$ cat src/rtl/rbk_ahb_master.sv
module rbk_ahb_master #(
  parameter int AW = 32,
  parameter int DW = 32
) (
  input  logic          hclk,
  input  logic          hresetn,
  input  logic          cmd_valid,
  output logic          cmd_ready,
  input  logic [1:0]    cmd_op,
  input  logic [AW-1:0] cmd_addr,
  input  logic [DW-1:0] cmd_wdata,
  input  logic [2:0]    cmd_size,
  output logic          rsp_done,
  output logic [DW-1:0] rsp_rdata,
  output logic          err_flag,
  output logic [AW-1:0] haddr,
  output logic          hwrite,
  output logic [2:0]    hsize,
  output logic [2:0]    hburst,
  output logic [1:0]    htrans,
  output logic [DW-1:0] hwdata,
  input  logic          hready,
  input  logic          hresp,
  input  logic [DW-1:0] hrdata
);
  localparam logic [1:0] TR_IDLE   = 2'b00;
  localparam logic [1:0] TR_NONSEQ = 2'b10;

  logic          ap_valid, ap_write, ap_rb;
  logic [AW-1:0] ap_addr;
  logic [2:0]    ap_size;
  logic [DW-1:0] ap_wdata;
  logic          dp_valid, dp_write, dp_last;
  logic [DW-1:0] dp_wdata;

  wire dp_err   = dp_valid && hresp;
  wire cancel   = dp_err && !hready;
  wire take     = cmd_valid && cmd_ready;
  wire rb_issue = hready && ap_valid && ap_rb;

  assign cmd_ready = !err_flag && !dp_err && (!ap_valid || (hready && !ap_rb));

  assign htrans = ap_valid ? TR_NONSEQ : TR_IDLE;
  assign haddr  = ap_addr;
  assign hwrite = ap_write;
  assign hsize  = ap_size;
  assign hburst = 3'b000;
  assign hwdata = dp_wdata;

  always_ff @(posedge hclk or negedge hresetn) begin
    if (!hresetn) begin
      ap_valid  <= 1'b0;
      ap_write  <= 1'b0;
      ap_rb     <= 1'b0;
      ap_addr   <= '0;
      ap_size   <= '0;
      ap_wdata  <= '0;
      dp_valid  <= 1'b0;
      dp_write  <= 1'b0;
      dp_last   <= 1'b0;
      dp_wdata  <= '0;
      rsp_done  <= 1'b0;
      rsp_rdata <= '0;
      err_flag  <= 1'b0;
    end else begin
      rsp_done <= 1'b0;
      if (dp_valid && hready) begin
        if (dp_last || hresp) rsp_done <= 1'b1;
        if (!dp_write) rsp_rdata <= hrdata;
        if (hresp) err_flag <= 1'b1;
      end
      if (hready) begin
        dp_valid <= ap_valid;
        dp_write <= ap_write;
        dp_last  <= !ap_rb;
        dp_wdata <= ap_wdata;
      end
      if (cancel) begin
        ap_valid <= 1'b0;
      end else if (rb_issue) begin
        ap_write <= 1'b0;
        ap_rb    <= 1'b0;
      end else if (take) begin
        ap_valid <= 1'b1;
        ap_write <= cmd_op[0];
        ap_rb    <= &cmd_op;
        ap_addr  <= cmd_addr;
        ap_size  <= cmd_size;
        ap_wdata <= cmd_wdata;
      end else if (hready) begin
        ap_valid <= 1'b0;
      end
    end
  end

  p_addr_hold_r3: assert property (@(posedge hclk) disable iff (!hresetn)
    (htrans == TR_NONSEQ && !hready && !hresp) |=>
      (htrans == TR_NONSEQ && $stable(haddr) && $stable(hwrite) && $stable(hsize)));

  p_wdata_hold_r4: assert property (@(posedge hclk) disable iff (!hresetn)
    (dp_valid && dp_write && !hready) |=> $stable(hwdata));

  p_readback_next_r5: assert property (@(posedge hclk) disable iff (!hresetn)
    (htrans == TR_NONSEQ && hready && hwrite && ap_rb && !hresp) |=>
      (htrans == TR_NONSEQ && !hwrite && haddr == $past(haddr)));

  p_done_after_phase_r7: assert property (@(posedge hclk) disable iff (!hresetn)
    rsp_done |-> $past(dp_valid && hready));

  p_cancel_idle_r10: assert property (@(posedge hclk) disable iff (!hresetn)
    (dp_valid && hresp && !hready) |=> htrans == TR_IDLE);

  p_err_quiet_r10: assert property (@(posedge hclk) disable iff (!hresetn)
    err_flag |-> (htrans == TR_IDLE && !cmd_ready));
endmodule

$ cat config.mk
export PLATFORM = sky130hd
export DESIGN_NAME = rbk_ahb_master
export DESIGN_NICKNAME = d
export VERILOG_FILES = /design/src/rtl/rbk_ahb_master.sv
export SDC_FILE = /design/constraint.sdc
export NUM_CORES = 1
export LEC_CHECK = 0
export BUFFER_PORTS_ARGS = -buffer_cell sky130_fd_sc_hd__buf_2
export CAP_MARGIN = 40
export CORE_AREA = 2 2 127 129
export CTS_BUF_LIST = sky130_fd_sc_hd__clkbuf_4 sky130_fd_sc_hd__clkbuf_8 sky130_fd_sc_hd__clkbuf_16
export CTS_CLUSTER_SIZE = 20
export DETAILED_ROUTE_END_ITERATION = 6
export DIE_AREA = 0 0 129 131
export GPL_TIMING_DRIVEN = 0
export PLACE_DENSITY_LB_ADDON = 0.08
export SLEW_MARGIN = 30
export SYNTH_ARGS = -nofsm -noshare
export SYNTH_HDL_FRONTEND = slang
export SYNTH_SLANG_ARGS = --single-unit
$ cat constraint.sdc
create_clock -name hclk -period 2.3 [get_ports hclk]
set_clock_uncertainty 0.1 [all_clocks]
set_input_delay 0.23 -clock hclk [delete_from_list [all_inputs] [get_ports hclk]]
set_output_delay 0.23 -clock hclk [all_outputs]
set_load 0.01 [all_outputs]
==> out/summary.json, run 1 <==
{
  "timing": {
    "timing.final.crit_period_ns": 1.80,
    "timing.max_slew.rel_slack": 0.607,
    "drv_slew": 0,
    "hold_viol": 0,
    "setup_repair_after_global_routing_missed_its_margin": "no",
    "final_min_period_over_clock_period": 0.784,
    "tightest_slew_ns": 0.589,
    "setup-tns-final_ns": 0,
    "max_freq_mhz": 555,
    "setup_viol_count_final": 0
  },
  "yosys": {
    "syn-instance-count": 316,
    "synthArstFlopShare": 1.00,
    "synth_common_cells": "sky130_fd_sc_hd__dfrtp_1, sky130_fd_sc_hd__mux2_2, sky130_fd_sc_hd__mux2_4",
    "synth_seq_cells": 139,
    "synth_top_area_share": 0.654,
    "postSynthAreaPerCell_um2": 16.8,
    "synth_area_leaders": "sky130_fd_sc_hd__dfrtp_1, sky130_fd_sc_hd__mux2_2, sky130_fd_sc_hd__mux2_4, sky130_fd_sc_hd__buf_2, sky130_fd_sc_hd__buf_4",
    "yosysWarnings": 0,
    "ys_dominant_reg_cell": "sky130_fd_sc_hd__dfrtp_1",
    "synth_enable_flop_cells": 0,
    "synth-seq-area-share": 0.654,
    "post-synth-top-count-cell": "sky130_fd_sc_hd__dfrtp_1",
    "synth_cell_type_count": 24,
    "netlist_area_um2": 5320,
    "synth_area_leader_cell": "sky130_fd_sc_hd__dfrtp_1"
  },
  "pwr": {
    "power_density_nw_per_um2": 1260,
    "p_leak_nw": 4.04,
    "ir_drop_mv": 0.602
  },
  "grt": {
    "gr-total-overflow": 0,
    "pin_count_of_the_biggest_net_entering_global_routing": 73,
    "gr-max-usage-layer": "met2",
    "number_of_antenna_violations_at_the_first_check_in_global_routing": 1,
    "track_usage": 0.150,
    "grt.met3_usage": 0.0582,
    "met2_usage": 0.254,
    "first_global_vias": 3946,
    "grt.met1_usage": 0.177,
    "grt_first_pass_wirelength_um": 19500
  },
  "critical_path": {
    "r2r_setup_slack_ns": 0.50,
    "critical_path.reg2reg.endpoint": "haddr[12]",
    "critical_path.startpoint_type": "flop",
    "worst_ep_arrival_time_ns": 1.99,
    "r2r_cells": 6,
    "critical_path.max_fanout": 10,
    "worst_r2r_startpoint": "dp_valid",
    "endpoint_kind": "flop",
    "worstPathRequired_ns": 2.48,
    "worstSetupPathType": "reg2reg"
  },
  "min_path": {
    "hold_start": "hresp",
    "whs_path_cells": 2,
    "hold-path-endpoint": "err_flag",
    "timing.hold.worst.class": "in2reg"
  },
  "layout": {
    "diodes": 0,
    "ratio_of_cells_with_drive_above_1_in_the_final_layout": 0.597,
    "area_growth_pct": 56.7,
    "finalNonFillerCells": 879,
    "number_of_nets_in_the_layout": 756,
    "stdcell_area_um2": 8340
  },
  "die": {
    "floorplan.die_area_um2": 16900,
    "fp.dieH_um": 131,
    "ioPinCount": 214,
    "effective_utilization_at_floorplan": 0.341,
    "placementRows": 46,
    "coreArea_um2": 15600,
    "die_width_um": 129
  },
  "place": {
    "place_inst": 744,
    "port_buffers": 208,
    "placed_area_um2": 6680,
    "gp_routability_congestion": 0.723,
    "hpwl_um": 8460
  },
  "route": {
    "drt_antenna_net_count": 0,
    "drt-initial-drc-count": 141,
    "dr_total_vias": 3739,
    "avgViaCountPerCell": 4.25,
    "post-route-drc-count": 0,
    "drt-pass1-iter-count": 3,
    "wire_per_inst_um": 14.3,
    "finalWirelength_um": 12500
  },
  "clocking": {
    "total_cts_buffers": 17,
    "tritoncts": "done",
    "postCtsSetupRepairBufs": 0,
    "holdBufCountCts": 103,
    "clkLatencyLatePin_ns": 0.40,
    "cts-root-to-sink-buffers": 2,
    "cts_root_buf": "sky130_fd_sc_hd__clkbuf_16",
    "clock_sink_count": 139,
    "htree_num_levels": 4,
    "clk_transition_reported_paths_ns": 0.05,
    "post_cts.resized_instances": 0
  },
  "status": {
    "outcome": "finished, final reports clean"
  },
  "run": {
    "maxCapViolations": 0
  }
}
## how the worst max path moves through the flow
stage,slack (ns),to,startpoint,depth (start not counted)
2_1_floorplan,0.72,haddr[10],dp_valid,6
3_3_place_gp,-1.03,hwdata[6],hresetn,1
3_5_place_dp,0.50,haddr[10],dp_valid,6
4_1_cts,0.48,haddr[10],dp_valid,6
5_1_grt,0.38,haddr[12],dp_valid,6
6_report,0.50,haddr[12],dp_valid,6
## layout by cell type (no fill, tap or decap), drive strengths merged, types with 3 or more instances in the layout
master       instances
buf                227
bufinv               3
clkbuf              24
clkinv               3
clkinvlp             4
conb                 4
dfrtp              139
dlygate4sd3        103
mux2               133
nand2                5
o21ai                4
## power by group
part           internal [W]  switching [W]
clock               0.00183       0.000995
sequential          0.00367       0.000570
combinational       0.00195        0.00145
## cell type report
type | count | area, um^2
plain buffers | 20 | 129
clock inverters | 10 | 139
multi-input cells | 159 | 1720
inverters | 1 | 3.75
fillers | 1341 | 7260
clock buffers | 22 | 488
flip-flops and latches | 139 | 3480
well taps | 216 | 270
repair buffers | 312 | 2110
## critical path, stage by stage, from the launching register on
cell and delay [ns]:
sky130_fd_sc_hd__dfrtp_1 0.44, sky130_fd_sc_hd__a21oi_2 0.19, sky130_fd_sc_hd__and2_4 0.18, sky130_fd_sc_hd__nand2_2 0.11, sky130_fd_sc_hd__buf_6 0.18, sky130_fd_sc_hd__buf_6 0.17, sky130_fd_sc_hd__mux2_4 0.31
## stage by stage
step / util / power [W] / hold WS [ns] / setup WS, ns
after floorplan: - / 0.00616 / -0.166 / 0.717
after CTS: 0.535 / 0.0106 / 0.00922 / 0.481
after detailed placement: 0.428 / 0.00759 / 0.119 / 0.496
after global routing: 0.535 / 0.0112 / 0.0278 / 0.378
after global placement: 0.426 / 0.00747 / 0.363 / -1.03
final: 0.535 / 0.0105 / 0.0338 / 0.497
## registers in the layout, summed over array words and instances (netlist names)
name,cells
ap_wdata,32
rsp_done,1
dp_last,1
err_flag,1
hsize,3
hwrite,1
hwdata,32
dp_write,1
ap_rb,1
dp_valid,1
rsp_rdata,32
haddr,32
ap_valid,1
## metal layers
metal,vias to the layer above,share of wire
met5,-,0
met4,0,0.0088
met3,8,0.061
met2,122,0.49
met1,1827,0.44
li1,1782,-
## logic make-up after synthesis
family | Yosys count | share of synthesized area
other | 1 | 0.000705
flip-flops | 139 | 0.654
AND/OR/NAND/NOR | 12 | 0.0132
AO/OA/AOI/OAI | 10 | 0.0129
buffers and inverters | 21 | 0.0249
multiplexers | 133 | 0.295
No activity file was read; power rests on OpenSTA's default activity.
==> run 2, diff against run 1 <==
clock period = 1.5 ns   (was 2.3 ns; I/O delays follow)
==> out/summary.json, run 2 (synthesis gave the netlist of run 1 again) <==
{
  "status": {
    "outcome": "finished with violations",
    "failed_checks": "setup timing"
  },
  "min_path": {
    "timing.hold.worst.class": "in2reg",
    "whs_path_cells": {"value": 3, "change": "+1"},
    "hold_start": "hresp",
    "hold-path-endpoint": "ap_valid"
  },
  "layout": {
    "ratio_of_cells_with_drive_above_1_in_the_final_layout": {"value": 0.619, "change": "+0.0219"},
    "final_common_cell": "sky130_fd_sc_hd__buf_2",
    "number_of_nets_in_the_layout": {"value": 781, "change": "+3.3%"},
    "stdcell_area": {"value": 8930, "unit": "um^2", "change": "+7.1%"},
    "diodes": {"value": 0, "change": "unchanged"},
    "layout_common_cells": "sky130_fd_sc_hd__buf_2, sky130_fd_sc_hd__dfrtp_1, sky130_fd_sc_hd__mux2_2",
    "area_growth_pct": 67.8
  },
  "critical_path": {
    "crit_path_frequent_cell": "sky130_fd_sc_hd__buf_12",
    "critical_path.reg2reg.endpoint": "haddr[27]",
    "worstPathRequired": {"value": 1.69, "unit": "ns", "change": "-0.79 ns"},
    "critical_path.startpoint_type": "flop",
    "r2r_setup_slack": {"value": -0.13, "unit": "ns", "change": "-0.63 ns"},
    "crit_path_top_delay_cell": "sky130_fd_sc_hd__dfrtp_2",
    "worst_ep_arrival_time": {"value": 1.82, "unit": "ns", "change": "-0.17 ns"},
    "critical_path.max_fanout": {"value": 6, "change": "-4"},
    "endpoint_kind": "flop",
    "worstSetupPathType": "reg2reg",
    "r2r_cells": {"value": 6, "change": "unchanged"},
    "crit_path_cell_trace": "a21oi_4 -> and2_4 -> nand2_8 -> buf_12 -> buf_12 -> mux2_4",
    "worst_r2r_startpoint": "dp_valid",
    "cp_slowest_stage_delay": {"value": 0.43, "unit": "ns", "change": "about the same"}
  },
  "clocking": {
    "total_cts_buffers": {"value": 17, "change": "unchanged"},
    "clk_transition_reported_paths": {"value": 0.06, "unit": "ns", "change": "about the same"},
    "clock_sink_count": {"value": 139, "change": "unchanged"},
    "cts_root_buf": "sky130_fd_sc_hd__clkbuf_16",
    "tritoncts": "done",
    "cts-root-to-sink-buffers": {"value": 2, "change": "unchanged"},
    "htree_num_levels": {"value": 4, "change": "unchanged"},
    "clkLatencyLatePin": {"value": 0.41, "unit": "ns", "change": "about the same"}
  },
  "route": {
    "avgViaCountPerCell": {"value": 4.30, "change": "+1.1%"},
    "finalWirelength": {"value": 13100, "unit": "um", "change": "+4.9%"},
    "post-route-drc-count": {"value": 0, "change": "unchanged"},
    "drt-initial-drc-count": {"value": 64, "change": "-55%"},
    "drt-pass1-iter-count": {"value": 7, "change": "+4"},
    "wire_per_inst": {"value": 14.5, "unit": "um", "change": "+2.0%"},
    "drt_antenna_net_count": {"value": 0, "change": "unchanged"},
    "dr_total_vias": {"value": 3886, "change": "+3.9%"}
  },
  "timing": {
    "holdWs": {"value": 0.0365, "unit": "ns", "change": "+0.00264 ns"},
    "timing.max_slew.rel_slack": {"value": 0.599, "change": "-0.00857"},
    "drv_slew": {"value": 0, "change": "unchanged"},
    "timing.final.crit_period": {"value": 1.63, "unit": "ns", "change": "-0.169 ns"},
    "tightest_slew": {"value": 0.602, "unit": "ns", "change": "+0.0129 ns"},
    "setup_viol_count_final": {"value": 98, "change": "+98"},
    "final_min_period_over_clock_period": {"value": 1.09, "change": "+0.306"},
    "setup_repair_after_global_routing_missed_its_margin": "yes",
    "worst_slack": {"value": -0.135, "unit": "ns", "change": "-0.631 ns"},
    "max_freq": {"value": 612, "unit": "MHz", "change": "+10%"},
    "setup-tns-final": {"value": -9.83, "unit": "ns", "change": "-9.83 ns"},
    "hold_viol": {"value": 0, "change": "unchanged"}
  },
  "run": {
    "maxCapViolations": {"value": 0, "change": "unchanged"}
  },
  "die": {
    "die_width": {"value": 129, "unit": "um", "change": "unchanged"},
    "floorplan.die_area": {"value": 16900, "unit": "um^2", "change": "unchanged"},
    "fp.dieH": {"value": 131, "unit": "um", "change": "unchanged"},
    "ioPinCount": {"value": 214, "change": "unchanged"},
    "effective_utilization_at_floorplan": {"value": 0.341, "change": "unchanged"},
    "coreArea": {"value": 15600, "unit": "um^2", "change": "unchanged"},
    "placementRows": {"value": 46, "change": "unchanged"}
  },
  "grt": {
    "track_usage": {"value": 0.155, "change": "+0.00500"},
    "gr-total-overflow": {"value": 0, "change": "unchanged"},
    "first_global_vias": {"value": 4079, "change": "+3.4%"},
    "grt_first_pass_wirelength": {"value": 20100, "unit": "um", "change": "+3.3%"},
    "number_of_antenna_violations_at_the_first_check_in_global_routing": {"value": 0, "change": "-1"},
    "pin_count_of_the_biggest_net_entering_global_routing": {"value": 85, "change": "+16%"}
  },
  "pwr": {
    "p_total": {"value": 0.0171, "unit": "W", "change": "+63%"},
    "power_density": {"value": 1910, "unit": "nW/um^2", "change": "+52%"},
    "p_leak": {"value": 4.35, "unit": "nW", "change": "+7.9%"},
    "ir_drop": {"value": 0.853, "unit": "mV", "change": "+42%"}
  },
  "place": {
    "hpwl": {"value": 8460, "unit": "um", "change": "about the same"},
    "port_buffers": {"value": 208, "change": "unchanged"},
    "gp_routability_congestion": {"value": 0.709, "change": "-1.9%"},
    "placed_area": {"value": 6700, "unit": "um^2", "change": "+0.19%"}
  }
}
-- run 2: cell types whose count changed in the layout (fill, tap and decap cells not counted), sizes merged --
cell	change
buf	+23
dlygate4sd3	+2
clkinvlp	-3
clkinv	+1
bufinv	+2
-- run 2: final cells by class --
type	instances	area (um^2)
sequential	139	3480
tap	216	270
inverter	1	3.75
buffer	20	230
clock buffer	22	494
timing repair buffer	337	2460
clock inverter	10	185
multi-input combinational	159	1800
fill	1298	6670
-- run 2: where the power goes --
part / total [W] / switching [W] / internal [W]
clock: 0.00473 / 0.00155 / 0.00317
combinational: 0.00584 / 0.00239 / 0.00345
sequential: 0.00652 / 0.000886 / 0.00563
total: 0.0171 / 0.00482 / 0.0123
-- run 2: worst max-delay path by stage --
stage,start,to,slack [ns]
detailed placement,dp_valid,haddr[17],-0.29
CTS,dp_valid,haddr[17],-0.17
finish,dp_valid,haddr[27],-0.13
global placement,hresetn,hwdata[8],-1.73
floorplan,dp_valid,haddr[10],-0.08
global route,dp_valid,haddr[27],-0.17
-- run 2: repair_timing --
| item | in CTS | in global routing |
|---|---|---|
| pin swaps | 3 | 3 |
| gates resized for setup | 43 | 10 |
| buffers inserted | 14 | 4 |
| gates cloned | 5 | 0 |
| hold buffers | 105 | 0 |
| setup endpoints to repair | 99 | 101 |
| hold endpoints to repair | 159 | 0 |
-- run 2: layer usage --
metal,track usage,part of all wire
met1,0.180,0.41
met3,0.0546,0.067
met5,0,0
met2,0.265,0.51
met4,0.0601,0.013
-- run 2: through the flow --
step           worst slack, ns  instances  utilization
6_report                -0.135        904        0.573
5_1_grt                 -0.173        904        0.573
4_1_cts                 -0.167        900        0.567
3_5_place_dp            -0.289        744        0.429
3_3_place_gp             -1.73        743        0.427
2_1_floorplan          -0.0784        319            -
-- run 2: critical path: cells and delay by family (launching register included) --
family | cells | cell delay, ns
and+or+nand+nor | 2 | 0.26
muxes | 1 | 0.29
DFF | 1 | 0.43
buffers and inverters | 2 | 0.28
AOI/OAI and AO/OA | 1 | 0.15
==> run 3, diff against run 2 <==
CELL_PAD_IN_SITES_DETAIL_PLACEMENT = 1   (was not set)
CELL_PAD_IN_SITES_GLOBAL_PLACEMENT = 2   (was not set)
CORE_AREA = 2 2 139 141   (was 2 2 127 129)
DIE_AREA = 0 0 141 143   (was 0 0 129 131)
SLEW_MARGIN = not set   (was 30)
==> out/summary.json, run 3 (synthesis gave the netlist of run 1 again) <==
{
  "clocking": {
    "cts-root-to-sink-buffers": {"value": 2, "change": "unchanged"},
    "clk_transition_reported_paths": {"value": 0.06, "unit": "ns", "change": "about the same"},
    "clkLatencyLatePin": {"value": 0.41, "unit": "ns", "change": "about the same"},
    "clock_sink_count": {"value": 139, "change": "unchanged"},
    "tritoncts": "done",
    "total_cts_buffers": {"value": 17, "change": "unchanged"},
    "htree_num_levels": {"value": 4, "change": "unchanged"},
    "cts_root_buf": "sky130_fd_sc_hd__clkbuf_16"
  },
  "place": {
    "placed_area": {"value": 6710, "unit": "um^2", "change": "+0.28%"},
    "hpwl": {"value": 9200, "unit": "um", "change": "+8.8%"},
    "gp_routability_congestion": {"value": 0.667, "change": "-6.0%"},
    "place_inst": {"value": 762, "change": "+2.4%"},
    "port_buffers": {"value": 208, "change": "unchanged"}
  },
  "grt": {
    "first_global_vias": {"value": 4483, "change": "+9.9%"},
    "number_of_antenna_violations_at_the_first_check_in_global_routing": {"value": 0, "change": "unchanged"},
    "pin_count_of_the_biggest_net_entering_global_routing": {"value": 71, "change": "-16%"},
    "grt_first_pass_wirelength": {"value": 22700, "unit": "um", "change": "+13%"},
    "track_usage": {"value": 0.145, "change": "-0.0102"},
    "gr-total-overflow": {"value": 0, "change": "unchanged"}
  },
  "layout": {
    "layout_common_cells": "sky130_fd_sc_hd__buf_2, sky130_fd_sc_hd__dfrtp_1, sky130_fd_sc_hd__dlygate4sd3_1",
    "ratio_of_cells_with_drive_above_1_in_the_final_layout": {"value": 0.611, "change": "-0.00775"},
    "diodes": {"value": 0, "change": "unchanged"},
    "multi_input_comb_area": {"value": 1800, "unit": "um^2", "change": "-0.21%"},
    "filler_cell_count": {"value": 1906, "change": "+47%"},
    "stdcell_area": {"value": 8780, "unit": "um^2", "change": "-1.7%"},
    "finalNonFillerCells": {"value": 916, "change": "+1.3%"},
    "final_common_cell": "sky130_fd_sc_hd__buf_2",
    "fin_util": {"value": 0.472, "change": "-0.100"},
    "number_of_nets_in_the_layout": {"value": 776, "change": "-0.64%"},
    "area_growth_pct": 64.9,
    "register_area": {"value": 3480, "unit": "um^2", "change": "unchanged"}
  },
  "timing": {
    "setup_repair_after_global_routing_missed_its_margin": "yes",
    "drv_slew": {"value": 0, "change": "unchanged"},
    "hold_viol": {"value": 0, "change": "unchanged"},
    "worst_slack": {"value": -0.119, "unit": "ns", "change": "+0.0154 ns"},
    "timing.final.crit_period": {"value": 1.62, "unit": "ns", "change": "-0.0154 ns"},
    "setup_viol_count_final": {"value": 82, "change": "-16%"},
    "tightest_slew": {"value": 0.677, "unit": "ns", "change": "+0.0747 ns"},
    "timing.max_slew.rel_slack": {"value": 0.549, "change": "-0.0498"},
    "max_freq": {"value": 618, "unit": "MHz", "change": "+0.95%"},
    "final_min_period_over_clock_period": {"value": 1.08, "change": "-0.0103"}
  },
  "critical_path": {
    "worstPathRequired": {"value": 1.70, "unit": "ns", "change": "about the same"},
    "critical_path.startpoint_type": "flop",
    "worst_ep_arrival_time": {"value": 1.82, "unit": "ns", "change": "about the same"},
    "endpoint_kind": "flop",
    "r2r_cells": {"value": 6, "change": "unchanged"},
    "worstSetupPathType": "reg2reg",
    "r2r_setup_slack": {"value": -0.12, "unit": "ns", "change": "+0.02 ns"},
    "worst_r2r_startpoint": "err_flag",
    "critical_path.max_fanout": {"value": 10, "change": "+4"},
    "critical_path.reg2reg.endpoint": "haddr[25]"
  },
  "die": {
    "effective_utilization_at_floorplan": {"value": 0.286, "change": "-0.0548"},
    "ioPinCount": {"value": 214, "change": "unchanged"},
    "coreArea": {"value": 18600, "unit": "um^2", "change": "+19%"},
    "fp.dieH": {"value": 143, "unit": "um", "change": "+9.2%"},
    "floorplan.die_area": {"value": 20200, "unit": "um^2", "change": "+19%"},
    "die_width": {"value": 141, "unit": "um", "change": "+9.3%"},
    "placementRows": {"value": 50, "change": "+8.7%"}
  },
  "pwr": {
    "p_total": {"value": 0.0167, "unit": "W", "change": "-2.1%"},
    "p_leak": {"value": 4.27, "unit": "nW", "change": "-2.0%"},
    "ir_drop": {"value": 0.776, "unit": "mV", "change": "-9.1%"},
    "power_density": {"value": 1910, "unit": "nW/um^2", "change": "-0.37%"}
  },
  "status": {
    "failed_checks": "setup timing",
    "outcome": "finished with violations"
  },
  "route": {
    "drt-pass1-iter-count": {"value": 4, "change": "-3"},
    "drt-initial-drc-count": {"value": 74, "change": "+16%"},
    "wire_per_inst": {"value": 15.7, "unit": "um", "change": "+7.8%"},
    "drt_antenna_net_count": {"value": 0, "change": "unchanged"},
    "post-route-drc-count": {"value": 0, "change": "unchanged"},
    "dr_total_vias": {"value": 3911, "change": "+0.64%"},
    "finalWirelength": {"value": 14300, "unit": "um", "change": "+9.2%"},
    "avgViaCountPerCell": {"value": 4.27, "change": "-0.68%"}
  },
  "min_path": {
    "hold_start": "hready",
    "timing.hold.worst.class": "in2reg",
    "whs_path_cells": {"value": 4, "change": "+1"},
    "hold-path-endpoint": "ap_valid"
  },
  "run": {
    "maxCapViolations": {"value": 0, "change": "unchanged"}
  }
}
## run 3: critical path: stages (launching register included)
cell                      delay, ns
sky130_fd_sc_hd__dfrtp_1       0.42
sky130_fd_sc_hd__a21oi_4       0.14
sky130_fd_sc_hd__and2_4        0.19
sky130_fd_sc_hd__nand2_8       0.06
sky130_fd_sc_hd__buf_12        0.15
sky130_fd_sc_hd__buf_12        0.14
sky130_fd_sc_hd__mux2_4        0.29
## run 3: metrics by stage
stage               worst slack (ns)  TNS [ns]  hold slack, ns
floorplan                    -0.0784     -1.47          -0.246
global placement               -1.83   -270.55           0.282
detailed placement            -0.282    -19.21           0.115
CTS                           -0.157     -7.67          0.0387
global route                  -0.175    -11.72           0.131
finish                        -0.119     -5.99           0.114
## run 3: routing by layer
metal | up-vias | part of all wire | GRT usage | wire, um
met5 | - | 0 | 0 | 0
met1 | 1954 | 0.41 | 0.169 | 5940
met4 | 0 | 0.013 | 0.0568 | 193
met2 | 136 | 0.51 | 0.253 | 7350
li1 | 1808 | - | - | -
met3 | 13 | 0.060 | 0.0409 | 859
## run 3: power by group
group / switching (W) / total, W / leakage, nW / internal (W)
Sequential: 0.000902 / 0.00653 / 1.64 / 0.00563
Combinational: 0.00236 / 0.00571 / 2.33 / 0.00335
Clock: 0.00165 / 0.00448 / 0.291 / 0.00283
## run 3: area by class of cell
type | instances | share of cell area
flip-flops and latches | 139 | 0.397
repair buffers | 333 | 0.268
inverters | 1 | 0.000428
plain buffers | 19 | 0.0240
clock buffers | 18 | 0.0500
clock inverters | 13 | 0.0220
well taps | 234 | 0.0334
multi-input cells | 159 | 0.205
## run 3: worst max-delay path by stage
| stage | startpoint | to | slack, ns | depth (start not counted) |
|---|---|---|---|---|
| global route | err_flag | haddr[26] | -0.17 | 6 |
| CTS | dp_valid | haddr[28] | -0.16 | 6 |
| floorplan | dp_valid | haddr[10] | -0.08 | 6 |
| finish | err_flag | haddr[25] | -0.12 | 6 |
| detailed placement | dp_valid | haddr[26] | -0.28 | 6 |
| global placement | hresetn | ap_wdata[8] | -1.83 | 1 |
## run 3: repair_timing
| item | 4_1_cts | 5_1_grt |
|---|---|---|
| resized for setup | 28 | 14 |
| pin swaps | 4 | 2 |
| hold buffers | 106 | 1 |
| hold endpoints to repair | 173 | 1 |
| setup buffers | 11 | 2 |
| setup endpoints to repair | 99 | 99 |
| cloned | 1 | 3 |
